--- src/rtl/bsd_pkg.sv ---
// Package: bit positions of the machine-cycle status byte and the strobe
// bundle shared by the decoder modules.
// Assumes: the processor's status byte is at least 8 bits wide.
package bsd_pkg;
    localparam int STAT_W  = 8;
    // Positions fixed by the processor's status encoding.
    localparam int B_INTA  = 0;
    localparam int B_RDCYC = 1;
    localparam int B_STACK = 2;
    localparam int B_HALT  = 3;
    localparam int B_OUTP  = 4;
    localparam int B_FETCH = 5;
    localparam int B_INP   = 6;
    localparam int B_MEM   = 7;

    typedef struct packed {
        logic mem_rd;
        logic mem_wr;
        logic io_rd;
        logic io_wr;
        logic int_ack;
    } strobe_t;

    typedef struct packed {
        logic halted;
        logic stack_acc;
        logic op_fetch;
    } indic_t;
endpackage

--- src/rtl/bsd_status_capture.sv ---
// Module: holds the status byte sampled while sync is high and raises a
// valid flag once the first status byte has been taken after reset.
// Assumes: sync is synchronous to clk; reset is synchronous, active low.
module bsd_status_capture #(
    parameter int STAT_W = bsd_pkg::STAT_W
) (
    input  logic              clk,
    input  logic              rst_n,
    input  logic [STAT_W-1:0] bus_in,
    input  logic              sync,
    output logic [STAT_W-1:0] status_q,
    output logic              valid_q
);
    // Status register: loads on sync, otherwise holds.
    always_ff @(posedge clk) begin
        if (!rst_n)
            status_q <= '0;
        else if (sync)
            status_q <= bus_in;
    end

    // Valid flag: set by the first sync after reset.
    always_ff @(posedge clk) begin
        if (!rst_n)
            valid_q <= 1'b0;
        else if (sync)
            valid_q <= 1'b1;
    end
endmodule

--- src/rtl/bsd_strobe_decode.sv ---
// Module: combines the held status with the read/write strobes and hold
// acknowledge into separate bus strobes and status indicators.
// Assumes: status_i is stable for the whole machine cycle; wr_n_i is
// active low and rd_i active high.
module bsd_strobe_decode #(
    parameter int STAT_W = bsd_pkg::STAT_W
) (
    input  logic              [STAT_W-1:0] status_i,
    input  logic                           valid_i,
    input  logic                           rd_i,
    input  logic                           wr_n_i,
    input  logic                           hold_i,
    output bsd_pkg::strobe_t               strobe_o,
    output bsd_pkg::indic_t                indic_o
);
    import bsd_pkg::*;

    logic rd_ok, wr_ok;

    // Qualify the raw strobes with the capture flag, hold and cycle type.
    always_comb begin
        rd_ok = valid_i && !hold_i && rd_i;
        wr_ok = valid_i && !hold_i && !wr_n_i && !status_i[B_RDCYC];
    end

    // Strobe decode from the held status bits.
    always_comb begin
        strobe_o.mem_rd  = rd_ok && status_i[B_MEM];
        strobe_o.io_rd   = rd_ok && status_i[B_INP];
        strobe_o.int_ack = rd_ok && status_i[B_INTA];
        strobe_o.io_wr   = wr_ok && status_i[B_OUTP];
        strobe_o.mem_wr  = wr_ok && !status_i[B_OUTP];
    end

    // Level indicators, independent of strobes and hold.
    always_comb begin
        indic_o.halted    = valid_i && status_i[B_HALT];
        indic_o.stack_acc = valid_i && status_i[B_STACK];
        indic_o.op_fetch  = valid_i && status_i[B_FETCH];
    end
endmodule

--- src/rtl/bus_status_decoder.sv ---
// Module: top of the status decoder; captures the status byte on sync and
// drives decoded memory, port and interrupt-acknowledge strobes.
// Assumes: one status byte per machine cycle, presented with sync high
// for at least one clock edge.
module bus_status_decoder #(
    parameter int STAT_W = bsd_pkg::STAT_W
) (
    input  logic              clk,
    input  logic              rst_n,
    input  logic [STAT_W-1:0] data_bus,
    input  logic              sync,
    input  logic              dbin,
    input  logic              wr_n,
    input  logic              hlda,
    output logic              mem_rd,
    output logic              mem_wr,
    output logic              io_rd,
    output logic              io_wr,
    output logic              int_ack,
    output logic              halted,
    output logic              stack_acc,
    output logic              op_fetch
);
    logic [STAT_W-1:0] status_q;
    logic              valid_q;
    bsd_pkg::strobe_t  strobe;
    bsd_pkg::indic_t   indic;

    bsd_status_capture #(.STAT_W(STAT_W)) u_capture (
        .clk      (clk),
        .rst_n    (rst_n),
        .bus_in   (data_bus),
        .sync     (sync),
        .status_q (status_q),
        .valid_q  (valid_q)
    );

    bsd_strobe_decode #(.STAT_W(STAT_W)) u_decode (
        .status_i (status_q),
        .valid_i  (valid_q),
        .rd_i     (dbin),
        .wr_n_i   (wr_n),
        .hold_i   (hlda),
        .strobe_o (strobe),
        .indic_o  (indic)
    );

    // Unpack the bundles onto the ports.
    always_comb begin
        mem_rd    = strobe.mem_rd;
        mem_wr    = strobe.mem_wr;
        io_rd     = strobe.io_rd;
        io_wr     = strobe.io_wr;
        int_ack   = strobe.int_ack;
        halted    = indic.halted;
        stack_acc = indic.stack_acc;
        op_fetch  = indic.op_fetch;
    end
endmodule

--- config.mk ---
export PLATFORM = sky130hd
export DESIGN_NAME = bus_status_decoder
export DESIGN_NICKNAME = d
export VERILOG_FILES = /design/src/rtl/bsd_pkg.sv /design/src/rtl/bsd_status_capture.sv /design/src/rtl/bsd_strobe_decode.sv /design/src/rtl/bus_status_decoder.sv
export SDC_FILE = /design/constraint.sdc
export NUM_CORES = 1
export LEC_CHECK = 0
export ABC_AREA = 1
export BUFFER_PORTS_ARGS = -buffer_cell sky130_fd_sc_hd__clkbuf_2
export CORE_AREA = 2 2 39 41
export DETAILED_ROUTE_END_ITERATION = 10
export DIE_AREA = 0 0 41 43
export HOLD_SLACK_MARGIN = 0.03
export PLACE_DENSITY = 0.65
export SLEW_MARGIN = 25
export SYNTH_ARGS = -nofsm -noshare
export SYNTH_HDL_FRONTEND = slang
export SYNTH_SLANG_ARGS = --single-unit
--- constraint.sdc ---
create_clock -name clk -period 1.7 [get_ports clk]
set_input_delay 0.34 -clock clk [delete_from_list [all_inputs] [get_ports clk]]
set_output_delay 0.34 -clock clk [all_outputs]
set_load 0.05 [all_outputs]
Word-level counts from Yosys, hierarchy flattened
Cells that the tools add are included.

Input bits: 14. Logic and storage cells: 18. Output and inout port bits: 8. Register bits after elaboration: 9.

Reduce and logical (&&, ||, !) cells: 16.

Operator list (count): $logic_and 1x1->1 (12); $logic_not 1->1 (4).

Logic depth before layout (Yosys ltp)
Depth after elaboration: 5. Depth in mapped cells: 4. Mapped depth without buffers: 4.

Hierarchy
A second synthesis with hierarchy kept.

Cells, all modules: 73. Area, all modules: 465.4 um2.

By module, submodules not included: bsd_status_capture (times used 1, seq. area each 180.2 um2, area each 380.4 um2, cells each 53); bsd_strobe_decode (times used 1, seq. area each 0.0 um2, area each 85.1 um2, cells each 20).

Worst setup path before layout
Ideal clock, no wire load.

Path kind: reg-to-output. Start: register u_capture.valid_q. End: output port int_ack. Path slack: 0.132 ns. Stages on the path, launching flop included: 5. Buffers on the path: 0. Arrival time: 1.228 ns. Data required time: 1.360 ns. Cell sequence: dfxtp_1 > inv_1 > nor2_2 > nand2_1 > nor2_1.

Word-level cells in the longest chain between the ends: 3.

Ends and longest elaborated chain: start: declaration (RTL line bsd_status_capture.sv:12) `output logic valid_q`; start signal: assignment (RTL line bsd_status_capture.sv:25) `valid_q <= 1'b0;`; start signal: assignment (RTL line bsd_status_capture.sv:27) `valid_q <= 1'b1;`; $logic_and 1x1->1 (2 in series) (RTL line bsd_strobe_decode.sv:22) `rd_ok = valid_i && !hold_i && rd_i;`; $logic_and 1x1->1 (RTL line bsd_strobe_decode.sv:30) `strobe_o.int_ack = rd_ok && status_i[B_INTA];`; end: declaration (RTL line bus_status_decoder.sv:19) `output logic int_ack,`.

Every way passes these cells.

Worst setup path in the final report
Same ends and word-level chain as after synthesis.

==> results.md <==
* Largest net degree at the start of global routing at 11
* Element type at the critical path start: register
* Mapped Cells at 56
* Die Ht at 43 um
* Clock transition at the registers of the reported paths at 0.06 ns
* I/O pin count at 22
* CP max stage cell: dfxtp_1
* PwrDens at 886 nW/um^2
* Reg-to-Reg End: u_capture.status_q[3]
* Reg2reg setup slack at 1.07 ns
* Delay-heaviest family, CP: flip-flops
* Crit end category: output port
* Num CTS Buffers at 3
* Root Driver: clkbuf_4
* Diodes inserted at 0
* Worst Hold Path EP: u_capture.status_q[7]
* Distinct cell type count after synthesis at 9
* Peak VDD IR at 0.000227 V
* Slew headroom at 81.7%
* Die Span X at 41 um
* Layout fillers at 162
* Max Slew Vio Count at 0
* Most frequent cells in the layout: nor2_1, clkbuf_2, dfxtp_1
* Cells on worst reg2reg path at 2
* Maxcap violations at 0
* Final setup TNS at 0 ns
* Fmax at 630 MHz
* Via density at 4.25
* Hold Fails Final Rpt at 0
* Initial Util at 27.0%
* Vias post-DR at 408
* Worst Path Required at 1.36 ns
* Area of the mapped netlist at 374 um^2
* Area after DPL at 494 um^2
* Setup CP Type: reg -> out
* DRC Markers at 0
* Clk buf depth at 2
* Wire per inst at 8.85 um
* FF+latch count, synth at 9
* Seq/Total Area, Yosys at 48.2%
* Clock Skew at 0 ns
* LEAKAGE at 0.000294 uW
* Initial DRC Count at 5
* Gpl congestion at 0.598
* Vias in the first global route at 374
* Delay of the slowest critical-path stage at 0.38 ns
* Critical path data arrival time at 1.25 ns
* HP Start: data_bus[7]
* CP max FO at 5
* Crit-path cells: inv_1, nor2_2, nand2_1, nor2_1, buf_2
* Setup violators final at 0
* Syn_area_per_cell at 6.68 um^2
* GR Overflow Total at 0
* Core area at 1380 um^2
* Wirelength, routed at 850 um
* WP buf/inv at 2
* Worst hold slack at 0.309 ns
* CTS tree: yes
* Share of post-route cells with drive strength above 1 at 32.5%
* Outcome: finished clean
* Yosys warning total at 0
* Hold Path Depth at 3
* Routed Antenna Nets at 0
* Post-route cell area at 520 um^2
* Tightest Pin Transition at 0.275 ns
* Pwr Total at 461 uW
* NumNets Final at 95
* Commonest non-fill, non-tap cell in the layout: nor2_1
* H-tree levels at 1
* First-pass GRT wire length at 1240 um
* Total GRT Usage at 10.2%
* Area Overhead vs Synth at 39.1%
* Pre-Repair DR Iteration Count at 4
* Hold Crit Class: in -> reg
* Tcrit/Tclk final at 93.4%
* RSZ-0062 raised after global routing: false
* # hold bufs at CTS at 0
* # port buffers at 21
* Hpwl dp at 663 um
* Initial antenna violation count at 0
* Fin crit period at 1.59 ns
* Worst skew pair latency at 0.25 ns
* Syn Nets at 70
* Row count at 14
* Critical R2R Launch: u_capture.status_q[3]
* Clk sinks at 9
* Die area at 1760 um^2
==> power by group <==
part	switching (uW)	internal [uW]
logic	44.7	25.4
clock network	67.2	90.0
registers	7.98	226
==> kinds of logic after synthesis <==
| kind of cell | share of synthesized area [%] |
|---|---|
| and+or+nand+nor | 28.8 |
| buffers and inverters | 10.4 |
| DFF | 48.2 |
| AOI/OAI and AO/OA | 12.7 |
==> Yosys cell counts <==
master    n  area, um^2
nor2_2    1        6.26
nor2_1   22        82.6
nand2_1   5        18.8
buf_2     1        5.00
inv_1     8        30.0
dfxtp_1   9         180
o21ai_0   8        40.0
inv_2     1        3.75
o21a_1    1        7.51
==> worst reg2reg max path, cell delays in order (launching register included) <==
cell and delay, ns:
dfxtp_1 0.31, o21ai_0 0.15, nor2_1 0.06
==> how the worst max path moves through the flow <==
stage	from	end	cells after the start
final	u_capture.valid_q	int_ack	5
after global routing	u_capture.valid_q	mem_wr	5
after CTS	u_capture.valid_q	int_ack	5
after detailed placement	hlda	int_ack	5
after global placement	hlda	int_ack	5
after floorplan	u_capture.valid_q	int_ack	4
==> layer usage <==
layer,up-vias,wire [um],GRT usage (%)
met5,-,0,0
met4,0,0,6.00
met3,0,70,3.14
met2,16,391,16.3
met1,177,389,11.1
li1,215,-,-
==> cell type report <==
class / count / area [um^2] / area share, %
clock buffer: 4 / 26.3 / 5.05
inverter: 9 / 33.8 / 6.49
sequential: 9 / 180 / 34.6
multi-input combinational: 37 / 155 / 29.8
tap: 16 / 20.0 / 3.85
timing repair buffer: 21 / 105 / 20.2
==> state kept, by name (all words and copies together) (netlist names) <==
register / count
u_capture.status_q: 8
u_capture.valid_q: 1
==> stage by stage <==
stage,utilization (%),cells,setup WS (ns)
floorplan,-,56,0.132
global placement,35.7,92,0.331
detailed placement,35.7,92,0.340
CTS,37.6,96,0.0579
global route,37.6,96,0.00375
finish,37.6,96,0.111
==> what timing repair did <==
action	in CTS	in global routing
endpoints found under the setup margin	0	4
gates resized for setup	0	4
setup buffers	0	0
Power figures use the tool's default switching activity.
